==> config.mk <==
export PLATFORM = sky130hd
export DESIGN_NAME = msg_word_fifo
export DESIGN_NICKNAME = d
export VERILOG_FILES = /design/src/rtl/msgq_pkg.sv /design/src/rtl/msgq_datapath.sv /design/src/rtl/msgq_ctrl.sv /design/src/rtl/msg_word_fifo.sv
export SDC_FILE = /design/constraint.sdc
export NUM_CORES = 1
export LEC_CHECK = 0
export BUFFER_PORTS_ARGS = -buffer_cell sky130_fd_sc_hd__buf_2
export CORE_MARGIN = 5
export CORE_UTILIZATION = 55
export DETAILED_ROUTE_END_ITERATION = 7
export GPL_TIMING_DRIVEN = 0
export HOLD_SLACK_MARGIN = 0.06
export MAX_ROUTING_LAYER = met4
export PLACE_DENSITY = 0.72
export SLEW_MARGIN = 30
export SYNTH_ARGS = -nofsm -noshare
export SYNTH_HDL_FRONTEND = slang
export SYNTH_HIERARCHICAL = 1
export SYNTH_SLANG_ARGS = --single-unit
==> constraint.sdc <==
create_clock -name clk -period 4 [get_ports clk]
set_input_delay 0.2 -clock clk [delete_from_list [all_inputs] [get_ports clk]]
set_output_delay 0.2 -clock clk [all_outputs]
set_load 0.01 [all_outputs]
==> src/rtl/msgq_pkg.sv <==
package msgq_pkg;

  // strobes from the control to the datapath
  typedef struct packed {
    logic push;
    logic pop;
    logic clear;
  } msgq_strobe_t;

  function automatic logic addrInWindow(input logic [31:0] addr,
                                        input logic [31:0] lo,
                                        input logic [31:0] hi);
    return (addr >= lo) && (addr <= hi);
  endfunction

endpackage

==> src/rtl/msgq_datapath.sv <==
module msgq_datapath
  import msgq_pkg::*;
#(
  parameter int unsigned DATA_W = 32,
  parameter int unsigned DEPTH  = 16
) (
  input  logic              clk,
  input  logic              rstN,
  input  msgq_strobe_t      strb,
  input  logic [DATA_W-1:0] wrData,
  output logic [DATA_W-1:0] rdData
);

  localparam int unsigned IDX_W = $clog2(DEPTH);

  logic [IDX_W-1:0]  wrPtr, rdPtr;
  logic [DATA_W-1:0] slots [DEPTH];
  logic [DEPTH-1:0]  slotWe;

  // one write enable per slot
  for (genvar i = 0; i < DEPTH; i++) begin : g_slotWe
    assign slotWe[i] = strb.push && (wrPtr == IDX_W'(i));
  end

  always_ff @(posedge clk) begin
    for (int i = 0; i < DEPTH; i++) begin
      if (slotWe[i]) slots[i] <= wrData;
    end
  end

  // ring pointers wrap naturally with power-of-two depth
  always_ff @(posedge clk) begin
    if (!rstN || strb.clear) begin
      wrPtr <= '0;
      rdPtr <= '0;
    end else begin
      if (strb.push) wrPtr <= wrPtr + 1'b1;
      if (strb.pop)  rdPtr <= rdPtr + 1'b1;
    end
  end

  assign rdData = slots[rdPtr];

endmodule

==> src/rtl/msgq_ctrl.sv <==
module msgq_ctrl
  import msgq_pkg::*;
#(
  parameter int unsigned DEPTH      = 16,
  parameter int unsigned ADDR_W     = 12,
  parameter int unsigned WIN_LO     = 32'h800,
  parameter int unsigned WIN_HI     = 32'hFFF,
  parameter int unsigned PAD_CYCLES = 80,
  localparam int unsigned DEPTH_W   = $clog2(DEPTH + 1)
) (
  input  logic               clk,
  input  logic               rstN,
  input  logic               startPulse,
  input  logic               keyedMode,
  input  logic               busWrValid,
  input  logic [ADDR_W-1:0]  busWrAddr,
  input  logic               outReady,
  output msgq_strobe_t       strb,
  output logic               outValid,
  output logic               fifoFull,
  output logic               fifoEmpty,
  output logic [DEPTH_W-1:0] fifoDepth,
  output logic               overflowFlag
);

  localparam int unsigned CNT_W = $clog2(DEPTH) + 1;
  localparam int unsigned TMR_W = (PAD_CYCLES < 1) ? 1 : $clog2(PAD_CYCLES + 1);
  localparam logic [TMR_W-1:0] PAD_LOAD = TMR_W'(PAD_CYCLES);

  logic [CNT_W-1:0] wrCnt, rdCnt, occ;
  logic [TMR_W-1:0] padTimer;
  logic             padDone, addrHit, pushOk, pushDrop, popOk;

  assign occ       = wrCnt - rdCnt;
  assign fifoFull  = (occ == CNT_W'(DEPTH));
  assign fifoEmpty = (wrCnt == rdCnt);
  assign fifoDepth = DEPTH_W'(occ);
  assign padDone   = (padTimer == '0);

  assign addrHit  = busWrValid && addrInWindow(32'(busWrAddr), WIN_LO, WIN_HI);
  assign pushOk   = addrHit && !fifoFull && !startPulse;
  assign pushDrop = addrHit &&  fifoFull && !startPulse;

  assign outValid = !fifoEmpty && padDone;
  assign popOk    = outValid && outReady && !startPulse;

  assign strb.push  = pushOk;
  assign strb.pop   = popOk;
  assign strb.clear = startPulse;

  always_ff @(posedge clk) begin
    if (!rstN) begin
      wrCnt    <= '0;
      rdCnt    <= '0;
      padTimer <= '0;
    end else if (startPulse) begin
      wrCnt    <= '0;
      rdCnt    <= '0;
      padTimer <= keyedMode ? PAD_LOAD : '0;
    end else begin
      if (pushOk)   wrCnt    <= wrCnt + 1'b1;
      if (popOk)    rdCnt    <= rdCnt + 1'b1;
      if (!padDone) padTimer <= padTimer - 1'b1;
    end
  end

  always_ff @(posedge clk) begin
    if (!rstN)         overflowFlag <= 1'b0;
    else if (pushDrop) overflowFlag <= 1'b1;
  end

  // start empties the queue at its edge
  p_start_empty_r8: assert property (@(posedge clk) disable iff (!rstN)
    startPulse |=> (fifoEmpty && !outValid));

  // with no removal, a full queue stays full
  p_full_hold_r3: assert property (@(posedge clk) disable iff (!rstN)
    (fifoFull && !popOk && !startPulse) |=> fifoFull);

  // overflow is sticky until reset
  p_no_overflow_clear_r3: assert property (@(posedge clk) disable iff (!rstN)
    overflowFlag |=> overflowFlag);

  // depth stays within its range
  p_depth_range_r10: assert property (@(posedge clk) disable iff (!rstN)
    fifoDepth <= DEPTH_W'(DEPTH));

  if (PAD_CYCLES > 0) begin : g_padChk
    // a keyed start offers nothing in the next cycle
    p_keyed_hold_r6: assert property (@(posedge clk) disable iff (!rstN)
      (startPulse && keyedMode) |=> !outValid);
  end

endmodule

==> src/rtl/msg_word_fifo.sv <==
module msg_word_fifo
  import msgq_pkg::*;
#(
  parameter int unsigned DATA_W     = 32,
  parameter int unsigned DEPTH      = 16,
  parameter int unsigned ADDR_W     = 12,
  parameter int unsigned WIN_LO     = 32'h800,
  parameter int unsigned WIN_HI     = 32'hFFF,
  parameter int unsigned PAD_CYCLES = 80
) (
  input  logic                         clk,
  input  logic                         rstN,
  input  logic                         startPulse,
  input  logic                         keyedMode,
  input  logic                         busWrValid,
  input  logic [ADDR_W-1:0]            busWrAddr,
  input  logic [DATA_W-1:0]            busWrData,
  output logic                         outValid,
  output logic [DATA_W-1:0]            outData,
  input  logic                         outReady,
  output logic                         fifoFull,
  output logic                         fifoEmpty,
  output logic [$clog2(DEPTH+1)-1:0]   fifoDepth,
  output logic                         overflowFlag
);

  msgq_strobe_t strb;

  msgq_ctrl #(
    .DEPTH(DEPTH), .ADDR_W(ADDR_W), .WIN_LO(WIN_LO), .WIN_HI(WIN_HI),
    .PAD_CYCLES(PAD_CYCLES)
  ) uCtrl (
    .clk(clk), .rstN(rstN), .startPulse(startPulse), .keyedMode(keyedMode),
    .busWrValid(busWrValid), .busWrAddr(busWrAddr), .outReady(outReady),
    .strb(strb), .outValid(outValid), .fifoFull(fifoFull),
    .fifoEmpty(fifoEmpty), .fifoDepth(fifoDepth), .overflowFlag(overflowFlag)
  );

  msgq_datapath #(.DATA_W(DATA_W), .DEPTH(DEPTH)) uData (
    .clk(clk), .rstN(rstN), .strb(strb), .wrData(busWrData), .rdData(outData)
  );

  // a stalled offer keeps its word
  p_stall_hold_r9: assert property (@(posedge clk) disable iff (!rstN)
    (outValid && !outReady && !startPulse) |=> (outValid && $stable(outData)));

  // nothing is offered while empty
  p_empty_quiet_r5: assert property (@(posedge clk) disable iff (!rstN)
    fifoEmpty |-> !outValid);

endmodule

### Word-level counts from Yosys, hierarchy flattened

Memories as Yosys holds them, arrays and structs flattened. A register that Yosys moved wholly into a read port is not among the register bits.
Index checks and enable logic that the tools add are counted.

| word-level totals | value |
|---|---|
| logic and storage cells | 162 |
| bits in registers | 26 |
| input bits | 50 |
| output and inout port bits | 41 |
| memories kept | 1 |
| RAM bits | 512 |

| operators by class | value |
|---|---|
| $add $sub $neg | 6 |
| equality and inequality tests | 18 |
| reductions and logical operators | 47 |
| mux-type cells | 82 |
| order comparisons | 1 |
| bitwise logic cells | 1 |

Memories:

| name | words | bits a word | rd ports | clocked after Yosys merged registers in | write ports | RTL line | RTL |
|---|---|---|---|---|---|---|---|
| uData.slots | 16 | 32 | 1 | 1 | 1 | msgq_datapath.sv:17 | `logic [DATA_W-1:0] slots [DEPTH];` |

Operators by type and width:

| operator | count |
|---|---|
| 32-bit two-way mux | 15 |
| 32-bit OR reduction | 15 |
| 4-bit two-way mux | 17 |
| 1-bit two-way mux | 47 |
| 4-bit == test (second input constant) | 8 |
| 1-bit logical AND | 24 |
| 7-bit two-way mux | 3 |
| 4-bit by 3-bit == test with 1-bit output (second input constant) | 4 |
| 12-bit greater-or-equal comparator (second input constant) | 1 |
| 5-bit by 1-bit adder with 5-bit output (second input constant) | 2 |
| 4-bit by 1-bit adder with 4-bit output (second input constant) | 2 |
| 4-bit by 2-bit == test with 1-bit output (second input constant) | 2 |
| 7-bit logical NOT | 1 |
| 7-bit by 1-bit subtractor with 7-bit output (second input constant) | 1 |
| 5-bit == test | 1 |
| 5-bit == test (second input constant) | 1 |
| 5-bit subtractor | 1 |
| 4-bit by 1-bit == test with 1-bit output (second input constant) | 1 |
| 1-bit logical NOT | 4 |
| 4-bit logical NOT | 1 |
| 2-bit != test (second input constant) | 1 |
| 2-bit OR reduction | 1 |
| 1-bit logical OR | 1 |
| 1-bit inverter | 1 |

### Logic depth before layout (Yosys ltp)

Gate-level depths: netlist of the first run.

| logic depth | value |
|---|---|
| depth after elaboration | 24 |
| depth in mapped cells | 15 |
| gate-level depth less buffers | 12 |

### Hierarchy

The synthesis of the first run kept the hierarchy.

Modules (own cells, without submodules):

| module | cells an instance | times used | area an instance (sq um) |
|---|---|---|---|
| msgq_datapath | 847 | 1 | 19666.4 |
| msgq_ctrl | 128 | 1 | 1069.8 |

### Worst setup path after synthesis of the first run

Ideal clock, no wire load.

| timing path | value |
|---|---|
| path type | register to register |
| start | register uCtrl.rdCnt[0] |
| end | memory uData.slots[0][0], enable pin |
| data required time | 3608 ps |
| period minus slack after synthesis | 3771 ps |
| cell stages (with the launch flop) | 14 |
| library setup time | 392 ps |
| path slack | 229 ps |
| data arrival time | 3379 ps |
| path through | dfxtp_1 -> ha_1 -> inv_1 -> fa_1 -> a21o_1 -> a21oi_1 -> xor2_1 -> o211a_1 -> buf_4 -> nor2_1 -> buf_4 -> clkbuf_1 -> nor3b_1 -> and2_1 |

RTL lines:

| item | RTL line | RTL |
|---|---|---|
| start, declared | msgq_ctrl.sv:30 | `logic [CNT_W-1:0] wrCnt, rdCnt, occ;` |
| start signal, assigned | msgq_ctrl.sv:62 | `if (popOk) rdCnt <= rdCnt + 1'b1;` |
| 5-bit subtractor | msgq_ctrl.sv:34 | `assign occ = wrCnt - rdCnt;` |
| via fifoDepth[4] | msg_word_fifo.sv:23 | `output logic [$clog2(DEPTH+1)-1:0] fifoDepth,` |
| 5-bit == test | msgq_ctrl.sv:35 | `assign fifoFull = (occ == CNT_W'(DEPTH));` |
| via fifoFull | msg_word_fifo.sv:21 | `output logic fifoFull,` |
| 1-bit logical NOT | msgq_ctrl.sv:41 | `assign pushOk = addrHit && !fifoFull && !startPulse;` |
| 1-bit logical AND (2 in series) | msgq_ctrl.sv:41 |  |
| via uCtrl.pushOk | msgq_ctrl.sv:32 | `logic padDone, addrHit, pushOk, pushDrop, popOk;` |
| 1-bit logical AND | msgq_datapath.sv:22 | `assign slotWe[i] = strb.push && (wrPtr == IDX_W'(i));` |
| via uData.slotWe[0] | msgq_datapath.sv:18 | `logic [DEPTH-1:0] slotWe;` |
| 1-bit two-way mux | msgq_datapath.sv:27 | `if (slotWe[i]) slots[i] <= wrData;` |
| 1-bit two-way mux (implied by the code) | msgq_datapath.sv:27 |  |
| 1-bit two-way mux (no source line) (15 in series) | -- |  |
| end, declared | msgq_datapath.sv:17 |  |

The timed path passes the listed nets, and every way through them passes these cells.

### Worst setup path in the final report of the first run

| timing path | value |
|---|---|
| start | register uCtrl.rdCnt[0] |
| end | memory uData.slots[2][15], enable pin |

RTL lines:

| item | RTL line |
|---|---|
| 5-bit subtractor * | msgq_ctrl.sv:34 |
| 5-bit == test * | msgq_ctrl.sv:35 |
| 1-bit logical NOT * | msgq_ctrl.sv:41 |
| 1-bit logical AND * (2 in series) | msgq_ctrl.sv:41 |
| via uCtrl.pushOk | msgq_ctrl.sv:32 |
| 1-bit logical AND * | msgq_datapath.sv:22 |
| via uData.slotWe[2] | msgq_datapath.sv:18 |
| 1-bit two-way mux * | msgq_datapath.sv:27 |
| 1-bit two-way mux (implied by the code) * | msgq_datapath.sv:27 |
| 32-bit OR reduction (no source line) | -- |
| 4-bit two-way mux (no source line) / 1-bit two-way mux (equally long branches) (14 in series) | -- |

The timed path passes the listed nets; every way through them passes the cells marked *.

==> results_dict.tcl, run 1 <==
set metrics [dict create \
    status "finished, final reports clean" \
    hold_start "outReady" \
    die_area_um2 41700 \
    grt-ovfl-total 0 \
    wl_per_cell_um 25.3 \
    multi_input_area_um2 4520 \
    r2r-start "uCtrl/rdCnt[0]$_SDFFE_PP0P_" \
    remaining_drc_errors 0 \
    slew_violations 0 \
    max_cap_violations 0 \
    async_flop_share 0 \
    synth_cell_type_count 41 \
    numCtsBuffers 54 \
    postPlaceCellArea_um2 21800 \
    setup_viol 0 \
    drtIter0Drc 1067 \
    seq_area_um2 16000 \
    cp.arrival_ps 3970 \
    die_w_um 204 \
    fin_area_um2 23800 \
    avgSynthCellArea_um2 21.3 \
    place_ws_ps 127 \
    dp_hpwl_mm 23.3 \
    tightest_slew_ps 895 \
    start_util 0.554 \
    fp.dieH_um 204 \
    grt_usage 0.215 \
    crit_type "reg -> reg" \
    vias_per_cell 5.97 \
    startpoint_type "flip-flop" \
    ys_seq_area_frac 0.770 \
    worst_slack_ps 248 \
    p_leak_nw 7.56 \
    total_power_mw 11.3 \
    synth-compound-area-share 0.0291 \
    worstSetupEndpointType "flip-flop" \
    hold_viol 0 \
    drive_gt1_frac 0.265 \
    ys_seq_elements 542 \
    min_period_ps 3750 \
    synth_fa_ha_area_frac 0.00881 \
    grt_antenna_before_repair 1 \
    insertion_delay_ps 590 \
    synth_edf_count 512 \
    synthSimpleGateAreaFrac 0.0291 \
    grt_start_max_net_pins 33 \
    wl_mm 43.1 \
    tritoncts "done" \
    num_rows 71 \
    gp_congestion 0.742 \
    syn_area_um2 20700 \
    synth-xor-area-share 0.00718 \
    finalNetCount 1215 \
    hold_class "in -> reg" \
    worst-path-max-fanout 32 \
    worst_clock_skew_ps 15.4 \
    drtPass1Iterations 5 \
    grt_pass1_vias 10378 \
    syn_to_final_growth_pct 14.9 \
    core_um2 37400 \
    max_freq_mhz 267 \
    grt_pass1_wl_mm 64.5 \
    synthCells 975 \
    synth_top_family_by_area "multiplexers" \
    rsz0062_at_grt "no" \
    clk_pin_slew_ps 60 \
    cts_max_level 2 \
    syn_nets 1039 \
    clk_path_buf_depth 3 \
    cp.required_ps 4220 \
    p_per_area_nw_per_um2 473 \
    num-fill-cells 2510 \
    crit_start "uCtrl/rdCnt[0]$_SDFFE_PP0P_" \
    numPortBuffers 79 \
    postRouteAntennaNets 0 \
    ir_worst_vdd_mv 0.309 \
    dominantRegCellSynth "edfxtp_1" \
    holdPathStages 5 \
    cts.sinks 542 \
    muxShareOfSynthArea 0.141 \
    postCtsSetupRepairBufs 0 \
    whs_ps 253 \
    r2r_cells 13 \
    clock-root-buffer "clkbuf_16" \
    yosysWarningCount 6 \
    slew_headroom 0.403 \
    io_pins 91 \
    vias 10179 \
    fin_crit_sh 0.938 \
]
-- report_power, final --
part	switching, mW	internal (mW)	total (mW)
registers	0.0289	6.24	6.27
clock network	2.00	2.60	4.60
logic	0.222	0.183	0.405
-- worst max-delay path, stage by stage (launching register included) --
cell	delay, ps
dfxtp_1	410
ha_1	200
inv_1	50
fa_1	400
a21o_1	170
a21oi_1	160
xor2_1	100
o211a_1	170
buf_4	170
nor2_1	180
buf_4	130
clkbuf_1	280
nor3b_2	320
and2_4	610
-- per-stage QoR --
step	std cells	TNS (ps)	utilization
after floorplan	975	0	-
after global placement	1565	-347360	0.582
after detailed placement	1565	0	0.583
after CTS	1704	0	0.637
after global routing	1705	0	0.637
final	1705	0	0.637
-- cell usage in the layout (no fill, tap or decap), types with 2 or more instances in the layout --
| cell | Yosys | final |
|---|---|---|
| mux4_2 | 128 | 128 |
| nor2b_1 | 7 | 7 |
| xnor2_1 | 9 | 9 |
| and2_4 | 0 | 16 |
| nand3_1 | 4 | 4 |
| nand2b_1 | 2 | 2 |
| buf_1 | 9 | 9 |
| xor2_1 | 8 | 8 |
| mux2i_1 | 4 | 4 |
| nand4_1 | 4 | 4 |
| a21oi_1 | 7 | 7 |
| dfxtp_1 | 30 | 30 |
| or3_1 | 3 | 3 |
| clkinv_2 | 0 | 6 |
| edfxtp_1 | 512 | 512 |
| clkinv_1 | 0 | 14 |
| a21boi_0 | 2 | 2 |
| and2_1 | 19 | 3 |
| clkbuf_1 | 20 | 37 |
| clkbuf_16 | 0 | 55 |
| inv_1 | 11 | 11 |
| o21ai_0 | 3 | 3 |
| nor2_1 | 28 | 28 |
| nand2_1 | 49 | 49 |
| clkinvlp_4 | 0 | 3 |
| a22oi_1 | 64 | 64 |
| buf_2 | 8 | 87 |
| ha_1 | 13 | 13 |
| dlygate4sd3_1 | 0 | 41 |
| buf_4 | 13 | 13 |
-- state kept, by name, indices dropped and copies added (netlist names), named ones only --
register            count
uData/slots           512
uCtrl/padTimer          7
uCtrl/rdCnt             5
uCtrl/wrCnt             5
uData/rdPtr             4
uData/wrPtr             4
uCtrl/overflowFlag      1
-- synth_stat cells (all sizes together), types with 7 or more instances --
master,count,area [um2]
a21oi,7,35.0
a22oi,64,480
and2,19,119
buf,30,171
clkbuf,20,75.1
dfxtp,30,601
edfxtp,512,15400
ha,13,163
inv,11,41.3
mux4,128,2880
nand2,49,184
nor2,28,105
nor2b,7,43.8
xnor2,9,78.8
xor2,8,70.1
-- routing by layer --
metal,wire length (um),vias to the layer above,GRT usage
met3,3120,67,0.0365
met4,786,0,0.0464
met2,21700,392,0.350
met5,0,-,-
li1,-,4385,-
met1,17500,5335,0.296
-- final timing paths --
check	to	slack, ps
worst max-delay path	uData/slots[2][15]$_DFFE_PP_	250
worst min-delay path	uCtrl/rdCnt[2]$_SDFFE_PP0P_	250
worst max register to register	uData/slots[2][15]$_DFFE_PP_	250
worst min register to register	uCtrl/rdCnt[2]$_SDFFE_PP0P_	480
-- cells by family (layout without fill, tap and decap cells) --
group                    Yosys count  count (layout)
buffers and inverters             61             279
XOR/XNOR                          17              17
other                              0               1
AND/OR/NAND/NOR                  125             125
multiplexers                     133             133
adder cells (fa/ha/maj)           14              14
AO/OA/AOI/OAI                     83              83
flip-flops                       542             542
-- layout make-up --
| type | count | area share |
|---|---|---|
| Sequential cell | 542 | 0.670 |
| Buffer | 50 | 0.0103 |
| Clock inverter | 25 | 0.00604 |
| Antenna cell | 1 | 0.000105 |
| Timing Repair Buffer | 120 | 0.0338 |
| Inverter | 11 | 0.00173 |
| Multi-Input combinational cell | 372 | 0.190 |
| Clock buffer | 73 | 0.0610 |
| Tap cell | 511 | 0.0268 |
-- what timing repair did --
| action | in CTS | in global routing |
|---|---|---|
| hold endpoints to repair | 520 | 0 |
| endpoints found under the setup margin | 0 | 128 |
| hold buffers | 41 | 0 |
| gates resized for setup | 0 | 1 |
No activity file was read; power rests on OpenSTA's default activity.
==> run 2: changes to the inputs <==
Settings changed: CORE_UTILIZATION 55 to 32, PLACE_DENSITY 0.72 to default.
==> run 2 against run 1 <==
Effect of this change: sequential share of layout area fell by 1.9 points; global-route usage fell by 8.5 points; sequential power barely moved; first-iteration DRC count fell by 25%; wire length rose by 9.0%; maximum frequency rose by 4.2%; worst setup slack improved by 150 ps; sequential cell count did not move; clock-buffer cell count fell by 7; hold slack got worse by 120 ps; critical path type unchanged; critical endpoint is now uData/slots[6][9]$_DFFE_PP_; highest routed layer unchanged.
==> results_dict.tcl, run 2 (synthesized netlist as in run 1, its figures left out) <==
set metrics [dict create \
    status "finished, final reports clean" \
    clock-root-buffer "clkbuf_16" \
    final_cell_mix "edfxtp_1 (512), mux4_2 (128), buf_2 (87), a22oi_1 (64), clkbuf_16 (54)" \
    tritoncts "done" \
    holdPathStages 6 \
    r2r_cells 14 \
    cts.sinks 542 \
    grt_pass1_wl_mm 67.7 \
    slowest_stage "and2_4" \
    numCtsBuffers 54 \
    num-fill-cells 5789 \
    drive_gt1_frac 0.278 \
    slew_headroom 0.356 \
    largest-register "uData/slots" \
    rsz0062_at_grt "no" \
    worstPathCellList "ha_1, inv_1, fa_1, a21o_1, a21oi_1, xor2_1, o211a_1, buf_4, nor2_1, buf_4, buf_4, nand2_1, nor2_1, and2_4" \
    cts_max_level 2 \
    insertion_delay_ps 620 \
    setup_viol 0 \
    syn_to_final_growth_pct 18.3 \
    cp.arrival_ps 3820 \
    die_w_um 265 \
    vias_per_cell 4.94 \
    finalNetCount 1220 \
    io_pins 91 \
    hold_start "busWrAddr[11]" \
    min_period_ps 3600 \
    drtIter0Drc 795 \
    whs_ps 137 \
    grt-ovfl-total 0 \
    fp.dieH_um 265 \
    ir_worst_vdd_mv 0.344 \
    max_cap_violations 0 \
    numPortBuffers 79 \
    r2r-start "uCtrl/rdCnt[0]$_SDFFE_PP0P_" \
    core_um2 64300 \
    tightest_slew_ps 965 \
    wl_per_cell_um 22.8 \
    worst_clock_skew_ps 20.9 \
    remaining_drc_errors 0 \
    max_freq_mhz 278 \
    n_antenna_cell 0 \
    clk_pin_slew_ps 60 \
    num_rows 93 \
    hold_class "in -> reg" \
    wl_mm 47.0 \
    slowest_delay_ps 610 \
    cp.required_ps 4220 \
    final_core_utilization 0.381 \
    start_util 0.322 \
    drtPass1Iterations 7 \
    postRouteAntennaNets 0 \
    worst-path-max-fanout 32 \
    grt_start_max_net_pins 33 \
    top_regs "uData/slots: 512 flops, uCtrl/padTimer: 7 flops" \
    fin_area_um2 24500 \
    grt_pass1_vias 10729 \
    largest_reg_flops 512 \
    fin_crit_sh 0.900 \
    place_ws_ps 43.8 \
    dp_hpwl_mm 25.8 \
    worstSetupEndpointType "flip-flop" \
    hold_viol 0 \
    crit_top_cell "buf_4" \
    startpoint_type "flip-flop" \
    total_power_mw 11.8 \
    slew_violations 0 \
    grt_usage 0.130 \
    clk_path_buf_depth 3 \
    worst_slack_ps 401 \
    grt_antenna_before_repair 0 \
    p_leak_nw 7.70 \
    crit_type "reg -> reg" \
    die_area_um2 70000 \
    crit_start "uCtrl/rdCnt[0]$_SDFFE_PP0P_" \
    vias 10157 \
    mostFrequentLayoutCell "edfxtp_1" \
    postPlaceCellArea_um2 22200 \
    p_per_area_nw_per_um2 481 \
    gp_congestion 0.706 \
]
==> run 2: cell types whose count changed in the layout (fill, tap and decap cells not counted), moves of 2 or more <==
cell | before | now
clkinv_2 | 6 | 9
clkbuf_1 | 37 | 31
buf_4 | 13 | 16
clkinv_1 | 14 | 12
bufinv_16 | 1 | 8
and2_4 | 16 | 20
==> run 2: area by class of cell <==
| type | count | area, um2 | share of cell area |
|---|---|---|---|
| sequential | 542 | 16000 | 0.651 |
| multi-input combinational | 376 | 4560 | 0.186 |
| inverter | 11 | 41.3 | 0.00168 |
| timing repair buffer | 121 | 811 | 0.0331 |
| buffer | 50 | 250 | 0.0102 |
| clock inverter | 36 | 424 | 0.0173 |
| clock buffer | 66 | 1400 | 0.0569 |
| tap | 855 | 1070 | 0.0436 |
==> run 2: routing by layer <==
metal / vias up / global-route usage / routed length, um
met2: 282 / 0.215 / 23500
met1: 5421 / 0.172 / 20300
met3: 49 / 0.0245 / 2590
met4: 0 / 0.0245 / 624
li1: 4405 / - / -
met5: - / - / 0
==> run 2: worst max-delay path: cells and delay by family (launching register included) <==
kind                       cells  cell delay (ps)
xor gates and xnor gates       1              100
DFF                            1              400
adders and majority gates      2              600
and+or+nand+nor                4             1080
AOI/OAI and AO/OA              3              500
buffers and inverters          4              510
==> run 2: stage by stage <==
step	std cells	setup TNS (ps)
after floorplan	975	0
after global placement	1909	-386030
after detailed placement	1909	0
after CTS	2051	0
after global routing	2057	0
final	2057	0
==> run 2: path summary, 6_finish.rpt <==
check,end,slack (ps)
min reg2reg,uCtrl/rdCnt[2]$_SDFFE_PP0P_,480
min,uCtrl/wrCnt[3]$_SDFFE_PP0P_,140
max reg2reg,uData/slots[6][9]$_DFFE_PP_,400
max,uData/slots[6][9]$_DFFE_PP_,400
==> run 2: power breakdown <==
part	total, mW	internal, mW	switching [mW]
sequential	6.26	6.24	0.0283
combinational	0.412	0.183	0.229
clock	5.12	3.02	2.10
total	11.8	9.44	2.36
==> run 2: what timing repair did <==
action                                  in CTS  in global routing
setup buffers                                0                  2
gates cloned                                 0                  4
pin swaps                                    0                  4
endpoints found under the hold margin      519                  0
hold buffers                                40                  0
resized for setup                            1                  6
endpoints found under the setup margin      15                256
==> run 3: changes to the inputs <==
Settings changed: CORE_UTILIZATION 32 to 30.
==> run 3 against run 2 <==
Effect of this change: critical path depth down 1; clock-buffer cell count down 7; wire length down 0.28%; hold slack worse by 54 ps; cell count up 3.7%; final area up 0.34%; register-to-register slack better by 30 ps; die area up 6.4%; combinational power up 2%; largest cell class unchanged.
==> results_dict.tcl, run 3 (synthesized netlist as in run 1, its figures left out) <==
set metrics [dict create \
    dp_hpwl_mm 26.2 \
    crit_start "uCtrl/rdCnt[0]$_SDFFE_PP0P_" \
    clk_path_buf_depth 3 \
    wl_per_cell_um 22.0 \
    critical-path-top-delay-family "simple AND/OR/NAND/NOR gates" \
    grt_pass1_vias 10696 \
    ir_worst_vdd_mv 0.288 \
    slowest_stage "and2_4" \
    mostFrequentLayoutCell "edfxtp_1" \
    top_regs "uData/slots: 512 flops, uCtrl/padTimer: 7 flops" \
    path_buf_inv 3 \
    r2r_cells 13 \
    largest-register "uData/slots" \
    crit_type "reg -> reg" \
    drive_gt1_frac 0.286 \
    vias 10106 \
    hold_viol 0 \
    grt_start_max_net_pins 33 \
    grtUsageMet1 0.160 \
    max_freq_mhz 280 \
    grt_pass1_wl_mm 67.4 \
    p_leak_nw 7.72 \
    worst_clock_skew_ps 14.5 \
    vias_per_cell 4.74 \
    slowest_delay_ps 620 \
    drtIter0Drc 844 \
    r2r_slack_ps 430 \
    fp.dieH_um 273 \
    grtUsageMet3 0.0270 \
    min_period_ps 3570 \
    tritoncts "done" \
    insertion_delay_ps 600 \
    numPortBuffers 79 \
    worstPathCellList "ha_1, inv_1, fa_1, a21o_1, a21oi_1, xor2_1, o211a_1, buf_4, nor2_1, buf_4, nand2_1, nor2_1, and2_4" \
    endpoint "uData/slots[6][15]$_DFFE_PP_" \
    cts.sinks 542 \
    largest_reg_flops 512 \
    cp.required_ps 4220 \
    syn_to_final_growth_pct 18.7 \
    numCtsBuffers 54 \
    wl_mm 46.8 \
    top_usage_layer "met2" \
    tightest_slew_ps 841 \
    whs_ps 83.1 \
    final_cell_mix "edfxtp_1 (512), mux4_2 (128), buf_2 (87), a22oi_1 (64), clkbuf_16 (54)" \
    worst-path-max-fanout 32 \
    fin_cells 2133 \
    die_w_um 273 \
    clk_pin_slew_ps 60 \
    io_pins 91 \
    r2r-start "uCtrl/rdCnt[0]$_SDFFE_PP0P_" \
    remaining_drc_errors 0 \
    startpoint_type "flip-flop" \
    drtPass1Iterations 5 \
    dp.cells 1985 \
    max_cap_violations 0 \
    postRouteAntennaNets 0 \
    num_rows 96 \
    num-fill-cells 6352 \
    r2r_end "uData/slots[6][15]$_DFFE_PP_" \
    grtUsageMet2 0.201 \
    hold_class "in -> reg" \
    cp.depth 13 \
    p_per_area_nw_per_um2 480 \
    postPlaceCellArea_um2 22300 \
    status "finished, final reports clean" \
    fin_crit_sh 0.893 \
    slew_headroom 0.439 \
    slew_violations 0 \
    core_um2 68600 \
    clock-root-buffer "clkbuf_16" \
    worstSetupEndpointType "flip-flop" \
    start_util 0.302 \
    setup_viol 0 \
    finalNetCount 1219 \
    gp_congestion 0.744 \
    die_area_um2 74500 \
    cp.arrival_ps 3790 \
    fin_area_um2 24600 \
    rsz0062_at_grt "no" \
    grt_antenna_before_repair 2 \
    grt-ovfl-total 0 \
    cts_max_level 2 \
    final.setup.tns_ps 0 \
    grt_usage 0.123 \
]
run 3: changes by cell type in the layout (fill, tap and decap cells not counted):
cell and delta:
inv_8 -1, diode_2 +2, clkinv_1 -2, clkinv_16 -1, clkbuf_8 +1, clkbuf_1 -8
clkinv_4 -1, clkinv_8 +1, clkinvlp_4 -1, clkinv_2 +10, inv_6 +1, dlygate4sd3_1 -1
run 3: metal layers:
metal,wire length [um],vias up
li1,-,4397
met1,20100,5360
met2,23000,285
met3,3000,64
met4,773,0
met5,0,-
run 3: per-stage QoR:
stage / worst slack, ps / power (mW) / util
floorplan: 229 / 6.62 / -
global placement: -854 / 6.75 / 0.325
detailed placement: 59.5 / 6.76 / 0.326
CTS: 29.4 / 11.9 / 0.358
global route: 138 / 12.2 / 0.359
finish: 429 / 11.8 / 0.359
run 3: worst min-delay path by stage:
stage | start | cells after the start | end
floorplan | busWrData[0] | 0 | uData/slots[0][0]$_DFFE_PP_
global placement | uCtrl/rdCnt[2]$_SDFFE_PP0P_ | 2 | uCtrl/rdCnt[2]$_SDFFE_PP0P_
detailed placement | uCtrl/rdCnt[2]$_SDFFE_PP0P_ | 2 | uCtrl/rdCnt[2]$_SDFFE_PP0P_
CTS | busWrAddr[11] | 5 | uCtrl/overflowFlag$_SDFFE_PN0P_
global route | busWrAddr[11] | 5 | uCtrl/overflowFlag$_SDFFE_PN0P_
finish | busWrAddr[11] | 5 | uCtrl/overflowFlag$_SDFFE_PN0P_
run 3: tightest hold or removal path, stage by stage:
cell	delay, ps
buf_2	90
nand2_1	70
nor2_1	70
a21oi_1	140
nor2b_1	50
run 3: report_power, final:
| part | switching [mW] | total, mW | internal [mW] | leakage (nW) |
|---|---|---|---|---|
| Sequential | 0.0282 | 6.26 | 6.24 | 4.85 |
| Clock | 2.12 | 5.13 | 3.02 | 0.906 |
| Combinational | 0.234 | 0.419 | 0.185 | 1.96 |
| Total | 2.38 | 11.8 | 9.44 | 7.72 |
run 3: area by class of cell:
type	count	area, um2	area share
flip-flops and latches	542	16000	0.649
multi-input cells	376	4560	0.185
clock buffers	59	1380	0.0561
well taps	931	1160	0.0473
repair buffers	121	808	0.0328
clock inverters	42	434	0.0176
plain buffers	49	243	0.00986
inverters	11	41.3	0.00168
diodes	2	5.00	0.000203
run 3: repair_timing:
action,in CTS,in global routing
hold buffers,39,0
setup buffers,0,3
endpoints found under the hold margin,520,0
setup endpoints to repair,0,512
gates resized for setup,0,6
